`src/rtl/prbs_chk_pkg.sv`:
```
package prbs_chk_pkg;

  typedef enum logic [1:0] {
    ST_IDLE = 2'd0,
    ST_SEED = 2'd1,
    ST_LOCK = 2'd2
  } chk_state_e;

endpackage

```
`src/rtl/prbs_seed_ctrl.sv`:
```
module prbs_seed_ctrl
  import prbs_chk_pkg::*;
#(
  parameter int SEED_WORDS = 4
) (
  input  logic clk,
  input  logic rst_n,
  input  logic valid_i,
  input  logic seed_i,
  output logic load_o,
  output logic advance_o,
  output logic compare_o,
  output logic locked_o
);

  localparam int CW = $clog2(SEED_WORDS + 1);
  localparam logic [CW-1:0] LAST = CW'(SEED_WORDS);

  chk_state_e    state_q, state_d;
  logic [CW-1:0] cnt_q, cnt_d;
  logic [CW-1:0] cnt_inc;

  assign load_o    = seed_i | (state_q == ST_SEED);
  assign advance_o = valid_i & (load_o | (state_q == ST_LOCK));
  assign compare_o = valid_i & ~seed_i & (state_q == ST_LOCK);
  assign locked_o  = (state_q == ST_LOCK);

  always_comb begin
    state_d = state_q;
    cnt_d   = cnt_q;
    cnt_inc = '0;
    if (seed_i) begin
      cnt_inc = valid_i ? CW'(1) : '0;
      cnt_d   = cnt_inc;
      state_d = (cnt_inc == LAST) ? ST_LOCK : ST_SEED;
    end else if ((state_q == ST_SEED) && valid_i) begin
      cnt_inc = cnt_q + CW'(1);
      cnt_d   = cnt_inc;
      if (cnt_inc == LAST) state_d = ST_LOCK;
    end
  end

  always_ff @(posedge clk or negedge rst_n) begin
    if (!rst_n) begin
      state_q <= ST_IDLE;
      cnt_q   <= '0;
    end else begin
      state_q <= state_d;
      cnt_q   <= cnt_d;
    end
  end

endmodule

```
`config.mk`:
```
export PLATFORM = sky130hd
export DESIGN_NAME = prbs_seed_ctrl
export DESIGN_NICKNAME = d
export VERILOG_FILES = /design/src/rtl/prbs_chk_pkg.sv /design/src/rtl/prbs_seed_ctrl.sv
export SDC_FILE = /design/constraint.sdc
export NUM_CORES = 1
export LEC_CHECK = 0
export ABC_AREA = 1
export BUFFER_PORTS_ARGS = -buffer_cell sky130_fd_sc_hd__buf_2
export CAP_MARGIN = 20
export CELL_PAD_IN_SITES_DETAIL_PLACEMENT = 0
export CELL_PAD_IN_SITES_GLOBAL_PLACEMENT = 2
export CORE_AREA = 2 2 39 41
export CTS_CLUSTER_DIAMETER = 40
export DETAILED_ROUTE_END_ITERATION = 12
export DIE_AREA = 0 0 41 43
export GPL_ROUTABILITY_DRIVEN = 0
export PLACE_DENSITY = 0.63
export SYNTH_ARGS = -nofsm -noshare
export SYNTH_HDL_FRONTEND = slang
export SYNTH_SLANG_ARGS = --single-unit
```
`constraint.sdc`:
```
create_clock -name clk -period 3.24 [get_ports clk]
set_clock_uncertainty 0.1 [all_clocks]
set_input_delay 0.486 -clock clk [delete_from_list [all_inputs] [get_ports clk]]
set_output_delay 0.486 -clock clk [all_outputs]
set_load 0.02 [all_outputs]
```
Word-level counts from Yosys, hierarchy flattened
Cells that the tools add are included.
{ "word_totals": {"in_bits": 4, "output_inout_bits": 4, "elab_cells": 24, "register_bits": 5} }
{ "op_classes": {"addsub": 1, "muxes": 7, "bitwise": 6, "eq_ne": 4, "n_reduce_logical": 4} }
{ "op_table": {"columns": ["cell", "count"], "rows": [
  ["2-to-1 mux 2 bit", 4],
  ["2-to-1 mux 3 bit", 2],
  ["nonzero test 2 bit", 2],
  ["adder 3 x 1 -> 3 bit (second input constant)", 1],
  ["AND 1 bit", 3],
  ["== test 1 x 3 -> 1 bit (second input constant)", 1],
  ["== test 3 bit (second input constant)", 1],
  ["== test 2 x 1 -> 1 bit (second input constant)", 1],
  ["== test 2 bit (second input constant)", 1],
  ["bitwise OR 1 bit", 2],
  ["AND reduction 2 bit", 1],
  ["logical AND 1 bit", 1],
  ["2-to-1 mux 1 bit", 1],
  ["NOT 1 bit", 1]
]} }

Depth between registers and ports, before layout
Gate-level depths: netlist of run 1.
{ "depth": {"depth_word": 5, "depth_mapped": 7, "ltp_nobuf": 7} }

Worst setup path after synthesis of run 1
Ideal clock, no wire load.
{ "synth_timing": {"path_type": "flip-flop to output port", "from": "register state_q[0]", "to": "output compare_o", "t_required_ps": 2654, "slack_ps": 1606, "n_path_buf": 0, "stages_incl_launch_ff": 4, "arrival_ps": 1048, "cell_sequence": "dfrtp_1 -> nor2_2 -> nand2_1 -> nor2_1"} }
{ "synth_between": {"elab_chain_len": 2} }
{ "synth_lines": {"columns": ["element", "line", "text"], "rows": [
  ["start, declared", "prbs_seed_ctrl.sv:19", "chk_state_e state_q, state_d;"],
  ["start signal, assigned", "prbs_seed_ctrl.sv:48", "state_q <= state_d;"],
  ["== test 2 bit", null, null],
  ["via locked_o", "prbs_seed_ctrl.sv:13", "output logic locked_o"],
  ["AND 1 bit", "prbs_seed_ctrl.sv:25", "assign compare_o = valid_i & ~seed_i & (state_q == ST_LOCK);"],
  ["end, declared", "prbs_seed_ctrl.sv:12", "output logic compare_o,"]
]} }
The timed path passes the listed nets, and every way through them passes these cells.

Worst setup path in the final report of run 1
{ "layout_timing": {"from": "register state_q[0]", "to": "output advance_o"} }
{ "layout_between": {"elab_chain_len": 4, "word_cells_on_any_way": 5, "cone_classes": "eq/ne (2); bitwise (3)"} }
{ "layout_lines": {"columns": ["element", "line", "text"], "rows": [
  ["== test 2 x 1 -> 1 bit", "prbs_seed_ctrl.sv:23", "assign load_o = seed_i | (state_q == ST_SEED);"],
  ["bitwise OR 1 bit", "prbs_seed_ctrl.sv:23", null],
  ["bitwise OR 1 bit *", "prbs_seed_ctrl.sv:24", "assign advance_o = valid_i & (load_o | (state_q == ST_LOCK));"],
  ["AND 1 bit *", "prbs_seed_ctrl.sv:24", null],
  ["end, declared", "prbs_seed_ctrl.sv:11", "output logic advance_o,"]
]} }
Every way passes the cells marked *; elsewhere a longest branch is shown, timed or not.

==> qor.csv, run 1 <==
metric,value,unit
slew_headroom,89.9,%
num-fill-cells,162,
yosys-top-cells-count,"nand2_1 (8), nor2_1 (6), dfrtp_1 (5)",
areaGrowthSynthToFinish,31.5,%
synth_top_area_share,43.1,%
vias,262,
io_pins,8,
clkSinkCount,5,
grt_antenna_before_repair,0,
grt_overflow,0,
nets,56,
drtIter0Drc,1,
synth_cell_types,14,
period_needed,1.74,ns
syn_area,290,sq um
clk_pin_slew_worst_paths,0.05,ns
rsz0062_at_grt,no,
die_h,43,microns
grt_max_degree,6,
portBuffers,7,
yosys.area.top_type,dfrtp_1,
clock.fmax,576,MHz
crit_required,2.65,ns
cts_buffers,3,
synth_cells,37,
vdd_drop_max,149,uV
syn_nets,43,
arrival,1.15,ns
ys_warn_count,0,
ctsHtreeMaxLevel,1,
die_area,1760,sq um
wl,600,microns
ys_ff_latch,5,
hold_viol,0,
hpwlAfterDp,494,microns
cts_tree,yes,
finalCritPeriodShare,53.6,%
worst_pin_slew,0.149,ns
cp_max_fo,4,
drc,0,
p_per_area,456,nW/um^2
end_kind,output pin,
cp-start-kind,flop,
finalSetupViolations,0,
leakage,0.196,nW
grt_pass1_wl,1060,microns
finalMaxSlewViolations,0,
synth_edf_count,0,
hp-start,seed_i,
cts-root-buf,clkbuf_4,
fin_hold_ws,0.379,ns
synth-async-reset-ratio,100,%
ant_nets,0,
vias_per_cell,4.03,
firstDrtPassIters,2,
rows,14,
clkLatencyLatePin,0.24,ns
regToRegStartpoint,cnt_q[0],
drive_gt1_share,32.7,%
outcome,finished clean,
synthTopCellsByArea,"dfrtp_1 (43%), nand2_1 (10%), ha_1 (8.6%)",
syn_avg_cell_area,7.85,sq um
track_usage,9.78,%
wire_per_inst,9.23,microns
initial_utilization,21.0,%
grt_pass1_vias,233,
tns,0,ns
min_path_type,in2reg,
synth_ff_type,dfrtp_1,
drv_cap,0,
n_antenna_cell,0,
reg2reg_slack,2.03,ns
core-area,1380,sq um
min_to,state_q[1],
clockBufferDepth,2,
die_w,41,microns
path_class,reg2out,
min_path_cells,2,
r2r_end,state_q[0],
yosysMostFrequentCell,nand2_1,
yosysSeqAreaShare,43.1,%
rr_worst_depth,5,
[through the flow]
stage | power (mW) | setup WS [ns] | instances | utilization [%] | instance area, sq um
2_1_floorplan | 0.0928 | 1.61 | 37 | - | 290
3_3_place_gp | 0.104 | 1.58 | 60 | 25.0 | 345
3_5_place_dp | 0.103 | 1.57 | 60 | 25.0 | 345
4_1_cts | 0.178 | 1.49 | 65 | 27.6 | 382
5_1_grt | 0.189 | 1.42 | 65 | 27.6 | 382
6_report | 0.174 | 1.50 | 65 | 27.6 | 382
[cell type report]
class | count | area, sq um | share of cell area [%]
sequential | 5 | 125 | 32.8
multi-input combinational | 26 | 143 | 37.4
tap | 16 | 20.0 | 5.25
timing repair buffer | 8 | 45.0 | 11.8
clock buffer | 4 | 26.3 | 6.89
inverter | 6 | 22.5 | 5.90
[state kept, by name, summed over array words and instances (netlist names)]
name,count
cnt_q,3
state_q,2
[critical path: stages, from the launching register on]
cell	delay, ns
dfrtp_1	0.41
inv_2	0.05
o21ai_2	0.14
nand2_1	0.10
nand2_1	0.06
buf_2	0.15
[what timing repair did]
action                                  4_1_cts  5_1_grt
endpoints found under the hold margin         5        0
hold buffers                                  1        0
buffers inserted                              0        0
endpoints found under the setup margin        0        0
resized for setup                             0        0
[cell usage in the layout, fill, tap and decap left out]
cell type      instances
o21ai_0                1
nand2_1                8
ha_1                   2
nand2_2                1
nor2_2                 1
nor2_1                 6
inv_1                  4
nand4_1                1
clkbuf_4               3
o21ai_1                1
buf_2                  7
dfrtp_1                5
inv_2                  2
o22ai_2                1
clkbuf_1               1
nand3_1                3
dlygate4sd3_1          1
o21ai_2                1
[per-layer routing]
metal / GRT usage [%] / wire, microns / up-vias
met5: 0 / 0 / -
met4: 8.00 / 8 / 0
met3: 6.28 / 31 / 2
met2: 10.3 / 258 / 5
met1: 13.0 / 301 / 113
li1: - / - / 142
[power by group]
| group | internal (mW) | switching, mW | total (mW) |
|---|---|---|---|
| Sequential | 0.0684 | 0.00473 | 0.0731 |
| Clock | 0.0465 | 0.0249 | 0.0715 |
| Combinational | 0.0117 | 0.0176 | 0.0293 |
| Total | 0.127 | 0.0473 | 0.174 |
[worst max-delay path by stage]
| stage | start | cells past startpoint | endpoint | slack (ns) |
|---|---|---|---|---|
| 6_report | state_q[0] | 5 | advance_o | 1.50 |
| 5_1_grt | state_q[0] | 5 | advance_o | 1.42 |
| 4_1_cts | state_q[0] | 5 | advance_o | 1.49 |
| 3_5_place_dp | seed_i | 6 | advance_o | 1.57 |
| 3_3_place_gp | seed_i | 6 | advance_o | 1.58 |
| 2_1_floorplan | state_q[0] | 3 | compare_o | 1.61 |
[cells by family after synthesis]
| logic type | Yosys count | synth area share, % |
|---|---|---|
| simple gates | 20 | 29.7 |
| buf+inv | 6 | 7.76 |
| flops | 5 | 43.1 |
| compound gates | 4 | 10.8 |
| fa+ha+maj | 2 | 8.62 |
No activity file was read; power rests on OpenSTA's default activity.
==> inputs of run 2 (changes only) <==
--- a/config.mk
+++ b/config.mk
@@ -10,12 +10,11 @@
 export CAP_MARGIN = 20
 export CELL_PAD_IN_SITES_DETAIL_PLACEMENT = 0
 export CELL_PAD_IN_SITES_GLOBAL_PLACEMENT = 2
-export CORE_AREA = 2 2 39 41
+export CORE_UTILIZATION = 22
 export CTS_CLUSTER_DIAMETER = 40
 export DETAILED_ROUTE_END_ITERATION = 12
-export DIE_AREA = 0 0 41 43
 export GPL_ROUTABILITY_DRIVEN = 0
-export PLACE_DENSITY = 0.63
+export PLACE_DENSITY = 0.66
 export SYNTH_ARGS = -nofsm -noshare
 export SYNTH_HDL_FRONTEND = slang
 export SYNTH_SLANG_ARGS = --single-unit
==> constraint.sdc (replaced) <==
create_clock -name clk -period 1.5 [get_ports clk]
set_clock_uncertainty 0.1 [all_clocks]
set_input_delay 0.225 -clock clk [delete_from_list [all_inputs] [get_ports clk]]
set_output_delay 0.225 -clock clk [all_outputs]
set_load 0.02 [all_outputs]
==> qor.csv, run 2 (synthesis gave the netlist of run 1 again) <==
metric,value,unit,change
outcome,finished clean,,
drc,0,,unchanged
clk_pin_slew_worst_paths,0.04,ns,about the same
core-area,1170,sq um,-15%
n_antenna_cell,0,,unchanged
worst_pin_slew,0.157,ns,+0.00782 ns
worst_path_largest_cell_delay,0.40,ns,about the same
leakage,0.197,nW,+0.44%
final_cell_mix,"nand2_1 (6), nor2_1 (6), buf_2 (5)",,
drive_gt1_share,40.8,%,+8.2 points
regToRegStartpoint,cnt_q[0],,
areaGrowthSynthToFinish,36.2,%,
cp-start-kind,flop,,
seqPwrFrac,42.4,%,+0.4 points
grt_pass1_vias,275,,+18%
crit_required,1.17,ns,-1.48 ns
vias_per_cell,4.38,,+8.7%
clkLatencyLatePin,0.23,ns,about the same
drv_cap,0,,unchanged
area.sequential,126,sq um,+1.0%
dp_cells,58,,-3.3%
track_usage,11.0,%,+1.2 points
io_pins,8,,unchanged
ant_nets,0,,unchanged
clkPwrFrac,40.0,%,-1.1 points
path_class,reg2out,,
reg_top3,"cnt_q: 3 flops, state_q: 2 flops",,
top_register,cnt_q,,
multi_input_area,153,sq um,+7.0%
rr_worst_depth,5,,unchanged
clkSinkCount,5,,unchanged
wirelength_met1,266,microns,-12%
clockBufferDepth,2,,unchanged
grt_antenna_before_repair,0,,unchanged
firstDrtPassIters,4,,+2
arrival,1.10,ns,-0.05 ns
fin_ws,0.0722,ns,-1.43 ns
hold_viol,0,,unchanged
wl_met2,289,microns,+12%
vias,276,,+5.3%
die_area,1470,sq um,-17%
hpwlAfterDp,485,microns,-1.9%
wl,589,microns,-1.8%
die_h,38.3,microns,-11%
swShare,26.3,%,-0.86 points
vdd_drop_max,356,uV,+140%
tns,0,ns,unchanged
grt_overflow,0,,unchanged
fin_cells,63,,-3.1%
num-fill-cells,131,,-19%
post_cts.repair.setup_buffers,0,,unchanged
period_needed,1.43,ns,
portBuffers,7,,unchanged
top_layer,met3,,
preCtsSetupSlack,0.286,ns,-1.29 ns
rows,12,,-2
drtIter0Drc,7,,+6
cp_max_fo,4,,unchanged
grt_max_degree,6,,unchanged
largest_reg_flops,3,,unchanged
crit_family,flip-flops,,
cts-root-buf,clkbuf_4,,
worstPathCellList,inv_2 > o21ai_2 > nand2_2 > nand2_1 > buf_4,,
cts_buffers,3,,unchanged
crit_buf_inv,2,,unchanged
initial_utilization,24.8,%,+3.8 points
end_kind,output pin,,
cts_tree,yes,,
finalSetupViolations,0,,unchanged
p_sw,98.1,uW,+110%
cp.depth,5,,unchanged
reg2reg_slack,0.29,ns,-1.74 ns
cp_slowest_cell,dfrtp_2,,
ctsHtreeMaxLevel,1,,unchanged
internal_power,274,uW,+120%
clock.fmax,700,MHz,
crit_path_end,advance_o,,
slew_headroom,89.4,%,-0.53 points
r2r_end,state_q[0],,
min_path_type,in2reg,,
combPwrFrac,17.6,%,+0.7 points
nets,56,,unchanged
wire_per_inst,9.35,microns,+1.3%
finalCritPeriodShare,95.2,%,
finalMaxSlewViolations,0,,unchanged
die_w,38.3,microns,-6.5%
met3_length,33,microns,+6.5%
grt_pass1_wl,1040,microns,-2.5%
crit_start,state_q[0],,
p_per_area,942,nW/um^2,+110%
-- run 2: cell types whose count changed in the layout (fill, tap and decap cells not counted) --
cell	before	now
buf_4	0	2
nand2_2	1	3
inv_2	2	3
buf_2	7	5
dfrtp_2	0	1
nor2_2	1	0
inv_1	4	3
dfrtp_1	5	4
nor2_4	0	1
nand2_1	8	6
-- run 2: metal layers --
layer	track usage, %	vias to the layer above
met5	0	-
met2	16.9	12
met3	4.07	0
met4	10.7	0
met1	11.1	125
li1	-	139
-- run 2: per-stage QoR --
| step | cell area, sq um | util [%] | power, mW | hold slack (ns) |
|---|---|---|---|---|
| after floorplan | 290 | - | 0.200 | -0.171 |
| after global placement | 343 | 29.3 | 0.222 | -0.0597 |
| after detailed placement | 343 | 29.3 | 0.222 | -0.0574 |
| after CTS | 379 | 32.4 | 0.378 | 0.126 |
| after global routing | 395 | 33.8 | 0.414 | 0.118 |
| final | 395 | 33.8 | 0.372 | 0.126 |
-- run 2: how the worst min path moves through the flow --
| stage | start | endpoint | slack, ns | cells after the start |
|---|---|---|---|---|
| 3_5_place_dp | rst_n | cnt_q[0] | -0.06 | 1 |
| 2_1_floorplan | rst_n | cnt_q[0] | -0.17 | 0 |
| 6_report | seed_i | state_q[1] | 0.13 | 2 |
| 3_3_place_gp | rst_n | state_q[1] | -0.06 | 1 |
| 5_1_grt | seed_i | state_q[1] | 0.12 | 2 |
| 4_1_cts | seed_i | state_q[1] | 0.13 | 2 |
-- run 2: layout make-up --
type | count | share of cell area, %
flip-flops and latches | 5 | 32.0
clock buffers | 4 | 6.65
well taps | 14 | 4.43
repair buffers | 8 | 12.7
inverters | 6 | 5.70
multi-input cells | 26 | 38.6
-- run 2: power by group through the flow --
stage | logic [mW] | clock network (mW) | registers [mW]
6_report | 0.0654 | 0.149 | 0.158
4_1_cts | 0.0649 | 0.155 | 0.158
3_5_place_dp | 0.0627 | 0 | 0.160
2_1_floorplan | 0.0433 | 0 | 0.157
5_1_grt | 0.0768 | 0.178 | 0.160
3_3_place_gp | 0.0621 | 0 | 0.160
-- run 2: what timing repair did --
action	4_1_cts	5_1_grt
gates resized for setup	0	7
hold buffers	1	0
endpoints found under the setup margin	0	2
hold endpoints to repair	5	0
